File: config.mk
export PLATFORM = sky130hd
export DESIGN_NAME = usbirq_agg
export DESIGN_NICKNAME = d
export VERILOG_FILES = /design/src/rtl/usbirq_pkg.sv /design/src/rtl/usbirq_decode.sv /design/src/rtl/usbirq_bank.sv /design/src/rtl/usbirq_gate.sv /design/src/rtl/usbirq_agg.sv
export SDC_FILE = /design/constraint.sdc
export NUM_CORES = 1
export LEC_CHECK = 0
export BUFFER_PORTS_ARGS = -buffer_cell sky130_fd_sc_hd__buf_2
export CORE_ASPECT_RATIO = 0.8
export CORE_MARGIN = 4
export CORE_UTILIZATION = 45
export CTS_BUF_LIST = sky130_fd_sc_hd__clkbuf_8 sky130_fd_sc_hd__clkbuf_16
export DETAILED_ROUTE_END_ITERATION = 12
export PLACE_DENSITY_LB_ADDON = 0.3
export SYNTH_ARGS = -nofsm -noshare
export SYNTH_HDL_FRONTEND = slang
export SYNTH_HIERARCHICAL = 1
export SYNTH_SLANG_ARGS = --single-unit
File: constraint.sdc
create_clock -name clk -period 4.1 [get_ports clk]
set_clock_uncertainty 0.1 [all_clocks]
set_input_delay 1.23 -clock clk [delete_from_list [all_inputs] [get_ports clk]]
set_output_delay 1.23 -clock clk [all_outputs]
set_load 0.02 [all_outputs]
File: src/rtl/usbirq_pkg.sv
package usbirq_pkg;
    localparam int DATA_W = 32;
    localparam int ADDR_W = 8;
    localparam int IDX_W  = ADDR_W - 2;

    // word indexes (byte offset / 4)
    localparam logic [IDX_W-1:0] IDX_REV  = 6'h00;
    localparam logic [IDX_W-1:0] IDX_CTRL = 6'h01;
    localparam logic [IDX_W-1:0] IDX_STAT = 6'h02;
    localparam logic [IDX_W-1:0] IDX_SRC  = 6'h08;
    localparam logic [IDX_W-1:0] IDX_SSET = 6'h09;
    localparam logic [IDX_W-1:0] IDX_SCLR = 6'h0A;
    localparam logic [IDX_W-1:0] IDX_MSK  = 6'h0B;
    localparam logic [IDX_W-1:0] IDX_MSET = 6'h0C;
    localparam logic [IDX_W-1:0] IDX_MCLR = 6'h0D;
    localparam logic [IDX_W-1:0] IDX_MSKD = 6'h0E;
    localparam logic [IDX_W-1:0] IDX_EOI  = 6'h0F;

    localparam int TX_N     = 5;
    localparam int RX_N     = 4;
    localparam int CORE_N   = 9;
    localparam int TX_LSB   = 0;
    localparam int RX_LSB   = 9;
    localparam int CORE_LSB = 16;

    localparam logic [DATA_W-1:0] VALID_BITS =
        ((DATA_W'(1) << TX_N) - 1) << TX_LSB |
        ((DATA_W'(1) << RX_N) - 1) << RX_LSB |
        ((DATA_W'(1) << CORE_N) - 1) << CORE_LSB;

    typedef struct packed {
        logic soft_rst;
        logic src_set;
        logic src_clr;
        logic msk_set;
        logic msk_clr;
        logic eoi;
    } wr_strb_t;
endpackage

File: src/rtl/usbirq_decode.sv
module usbirq_decode
    import usbirq_pkg::*;
(
    input  logic              bus_sel,
    input  logic              bus_wr,
    input  logic [ADDR_W-1:0] bus_addr,
    input  logic [DATA_W-1:0] bus_wdata,
    input  logic [DATA_W-1:0] rev_val,
    input  logic [DATA_W-1:0] stat_val,
    input  logic [DATA_W-1:0] src_val,
    input  logic [DATA_W-1:0] msk_val,
    output wr_strb_t          strb,
    output logic [DATA_W-1:0] rdata
);
    logic [IDX_W-1:0] idx;
    logic             wr_en;

    assign idx   = bus_addr[ADDR_W-1:2];
    assign wr_en = bus_sel && bus_wr;

    always_comb begin
        strb          = '0;
        strb.soft_rst = wr_en && (idx == IDX_CTRL) && bus_wdata[0];
        strb.src_set  = wr_en && (idx == IDX_SSET);
        strb.src_clr  = wr_en && (idx == IDX_SCLR);
        strb.msk_set  = wr_en && (idx == IDX_MSET);
        strb.msk_clr  = wr_en && (idx == IDX_MCLR);
        strb.eoi      = wr_en && (idx == IDX_EOI);
    end

    always_comb begin
        rdata = '0;
        if (bus_sel && !bus_wr) begin
            case (idx)
                IDX_REV:  rdata = rev_val;
                IDX_STAT: rdata = stat_val;
                IDX_SRC:  rdata = src_val;
                IDX_MSK:  rdata = msk_val;
                IDX_MSKD: rdata = src_val & msk_val;
                default:  rdata = '0;
            endcase
        end
    end
endmodule

File: src/rtl/usbirq_bank.sv
module usbirq_bank #(
    parameter int               W     = 32,
    parameter logic [W-1:0]     VALID = '1
) (
    input  logic         clk,
    input  logic         rst_n,
    input  logic         soft_clr,
    input  logic [W-1:0] set_w,
    input  logic [W-1:0] clr_w,
    input  logic [W-1:0] hw_ev,
    output logic [W-1:0] q
);
    typedef struct packed {
        logic [W-1:0] bits;
    } bank_t;

    bank_t st_d, st_q;

    always_comb begin
        st_d = st_q;
        // clear beats set, a hardware event beats clear
        st_d.bits = (((st_q.bits | set_w) & ~clr_w) | hw_ev) & VALID;
        if (soft_clr) st_d = '0;
    end

    always_ff @(posedge clk or negedge rst_n) begin
        if (!rst_n) st_q <= '0;
        else        st_q <= st_d;
    end

    assign q = st_q.bits;
endmodule

File: src/rtl/usbirq_gate.sv
module usbirq_gate (
    input  logic clk,
    input  logic rst_n,
    input  logic soft_clr,
    input  logic pending,
    input  logic eoi,
    output logic irq,
    output logic armed
);
    typedef struct packed {
        logic irq;
        logic armed;
    } gate_t;

    gate_t st_d, st_q;

    always_comb begin
        st_d       = st_q;
        st_d.irq   = pending && (st_q.armed || st_q.irq);
        st_d.armed = eoi ? 1'b1 : (st_q.armed && !pending);
        if (soft_clr) begin
            st_d.irq   = 1'b0;
            st_d.armed = 1'b1;
        end
    end

    always_ff @(posedge clk or negedge rst_n) begin
        if (!rst_n) begin
            st_q.irq   <= 1'b0;
            st_q.armed <= 1'b1;
        end else begin
            st_q <= st_d;
        end
    end

    assign irq   = st_q.irq;
    assign armed = st_q.armed;
endmodule

File: src/rtl/usbirq_agg.sv
module usbirq_agg
    import usbirq_pkg::*;
#(
    parameter logic [31:0] REV_VALUE = 32'h4D55_0102
) (
    input  logic                 clk,
    input  logic                 rst_n,
    input  logic                 bus_sel,
    input  logic                 bus_wr,
    input  logic [ADDR_W-1:0]    bus_addr,
    input  logic [DATA_W-1:0]    bus_wdata,
    output logic [DATA_W-1:0]    bus_rdata,
    input  logic [TX_N-1:0]      ev_tx,
    input  logic [RX_N-1:0]      ev_rx,
    input  logic [CORE_N-1:0]    ev_core,
    input  logic                 vbus_drv,
    output logic                 irq
);
    wr_strb_t          strb;
    logic [DATA_W-1:0] src_q, mask_q, hw_vec, stat_val;
    logic              armed_q, pending;

    always_comb begin
        hw_vec = '0;
        hw_vec[TX_LSB   +: TX_N]   = ev_tx;
        hw_vec[RX_LSB   +: RX_N]   = ev_rx;
        hw_vec[CORE_LSB +: CORE_N] = ev_core;
    end

    assign stat_val = {{(DATA_W-1){1'b0}}, vbus_drv};
    assign pending  = |(src_q & mask_q);

    usbirq_decode u_dec (
        .bus_sel  (bus_sel),
        .bus_wr   (bus_wr),
        .bus_addr (bus_addr),
        .bus_wdata(bus_wdata),
        .rev_val  (REV_VALUE),
        .stat_val (stat_val),
        .src_val  (src_q),
        .msk_val  (mask_q),
        .strb     (strb),
        .rdata    (bus_rdata)
    );

    usbirq_bank #(.W(DATA_W), .VALID(VALID_BITS)) u_src (
        .clk     (clk),
        .rst_n   (rst_n),
        .soft_clr(strb.soft_rst),
        .set_w   (strb.src_set ? bus_wdata : '0),
        .clr_w   (strb.src_clr ? bus_wdata : '0),
        .hw_ev   (hw_vec),
        .q       (src_q)
    );

    usbirq_bank #(.W(DATA_W), .VALID(VALID_BITS)) u_msk (
        .clk     (clk),
        .rst_n   (rst_n),
        .soft_clr(strb.soft_rst),
        .set_w   (strb.msk_set ? bus_wdata : '0),
        .clr_w   (strb.msk_clr ? bus_wdata : '0),
        .hw_ev   ('0),
        .q       (mask_q)
    );

    usbirq_gate u_gate (
        .clk     (clk),
        .rst_n   (rst_n),
        .soft_clr(strb.soft_rst),
        .pending (pending),
        .eoi     (strb.eoi),
        .irq     (irq),
        .armed   (armed_q)
    );
endmodule

==> impl_metrics.env <==
export IMPL_final_common_cell="conb_1"
export IMPL_dpl_worst_slack_ps=-101.1
export IMPL_critPathArrivalTime_ps=2850
export IMPL_layout_drive_gt1_share=0.2992
export IMPL_dieArea_sq_um=10550
export IMPL_cpMaxStageDelayCell="or4b_4"
export IMPL_die_w_um=113.8
export IMPL_antenna_found_initial=0
export IMPL_cpPeakStageDelay_ps=590
export IMPL_antenna_cells=0
export IMPL_synth_area_sq_um=4033
export IMPL_cts_tree="yes"
export IMPL_die_y_um=92.67
export IMPL_grt_max_degree=39
export IMPL_cp_end_kind="output pin"
export IMPL_p_per_area_nw_per_um2=184.1
export IMPL_wl_per_cell_um=16.02
export IMPL_status="complete, but fails checks"
export IMPL_leakage_nw=2.177
export IMPL_boundaryPins=96
export IMPL_worstMarginPinSlew_ps=892.2
export IMPL_cts_max_level=2
export IMPL_route_detailed_drc=0
export IMPL_crit_type="in2out"
export IMPL_slew_headroom=0.4052
export IMPL_grt_pass1_vias=3848
export IMPL_core_sq_um=8596
export IMPL_critical_path_cell_chain="buf_8 > or4b_4 > nor3_4 > buf_4 > buf_12 > a22oi_1 > a21oi_1 > buf_4"
export IMPL_fin_area_sq_um=5147
export IMPL_initial_core_util=0.4691
export IMPL_max_clock_freq_mhz=239.3
export IMPL_place_inst=743
export IMPL_rsz0062_at_grt="yes"
export IMPL_yosysWarnings=6
export IMPL_setup_ws_ps=-78.75
export IMPL_place_port_buffers=69
export IMPL_drt_first_pass_iters=6
export IMPL_mostFrequentLayoutCells="conb_1 (109), and2_1 (72), a22oi_1 (47), buf_2 (47), buf_4 (39)"
export IMPL_finalHoldViolCount=0
export IMPL_clkTransAtPathRegs_ps=80
export IMPL_ctsHoldBuffers=0
export IMPL_dp_hpwl_um=8568
export IMPL_cap_violations=0
export IMPL_grt_pass1_wl_um=19280
export IMPL_layout_min_cycle_time_ps=4179
export IMPL_placed_area_sq_um=4757
export IMPL_path_max_fanout=6
export IMPL_fin_nets=707
export IMPL_startpoint_type="input port"
export IMPL_syn_mean_instance_area_sq_um=8.098
export IMPL_dr_total_vias=3929
export IMPL_crit_path_frequent_cell="buf_4"
export IMPL_syn_inst=498
export IMPL_grt_overflow_total=0
export IMPL_placementRows=30
export IMPL_via_per_inst=5.190
export IMPL_final_antenna_net_count=0
export IMPL_irDropWorstVdd_v=0.0001649
export IMPL_cts_buffers=5
export IMPL_cts_root_buffer="clkbuf_8"
export IMPL_cts_buffer_depth=2
export IMPL_gp_congestion=0.8550
export IMPL_grtUsageTotal=0.2275
export IMPL_syn2layout_area_growth_pct=27.65
export IMPL_drt_wl_total_um=12130
export IMPL_clk_latency_ps=290
export IMPL_drt_iter0_drc=292
export IMPL_hp_class="reg2reg"
export IMPL_maxSlewViolCount=0
export IMPL_final_period_utilization=1.019
export IMPL_setup_violations_final=13
export IMPL_worstPathRequired_ps=2770
export IMPL_clock_sinks=38
export IMPL_violations="negative setup slack"
export IMPL_final_cells=757
cell type report:
cell class / count / area [sq um]
Inverter: 37 / 138.9
Clock inverter: 2 / 60.06
Clock buffer: 6 / 82.58
Multi-Input combinational cell: 458 / 2964
Timing Repair Buffer: 104 / 809.5
Fill cell: 792 / 3448
Tap cell: 112 / 140.1
Sequential cell: 38 / 952.2
path summary, 6_finish.rpt:
path,startpoint,to,slack (ps),cells past startpoint
setup / recovery,bus_addr[4],bus_rdata[23],-80,8
hold / removal,u_gate/armed,u_gate/armed,390,2
setup reg to reg,u_src/q[12],u_gate/irq,2280,4
hold reg to reg,u_gate/armed,u_gate/armed,390,2
max in group asynchronous,rst_n,u_msk/q[18],2380,1
min in group asynchronous,rst_n,u_src/q[2],950,1
power breakdown:
part / switching, mW / internal (mW)
sequential: 0.00318 / 0.377
combinational: 0.0941 / 0.0716
clock: 0.142 / 0.260
repair_timing:
action	CTS	global route
setup buffers	0	4
cloned	0	2
pin swaps	6	3
endpoints found under the setup margin	16	21
resized for setup	24	28
registers in the layout, indices dropped and copies added (netlist names):
register      cells
u_gate/armed      1
u_src/q          18
u_msk/q          18
u_gate/irq        1
routing by layer:
layer	routed length [um]	track usage
met5	0	0
met4	127	0.05045
met3	760	0.03723
met2	5791	0.3912
met1	5449	0.3000
critical path: cells and delay by family:
family / cells / cell delay [ps]
and+or+nand+nor: 2 / 760
buffers and inverters: 4 / 540
AOI/OAI and AO/OA: 2 / 310
through the flow:
stage	utilization	TNS (ps)	hold slack (ps)	total power [mW]
3_3_place_gp	0.5534	-533.2	361.2	0.5362
4_1_cts	0.5783	-13.27	390.5	0.9429
6_report	0.5988	-560.4	386.0	0.9478
3_5_place_dp	0.5534	-721.2	377.5	0.5395
2_1_floorplan	-	-347.9	347.1	0.5005
5_1_grt	0.5988	-1385	407.7	0.9921
No activity file was read; power rests on OpenSTA's default activity.
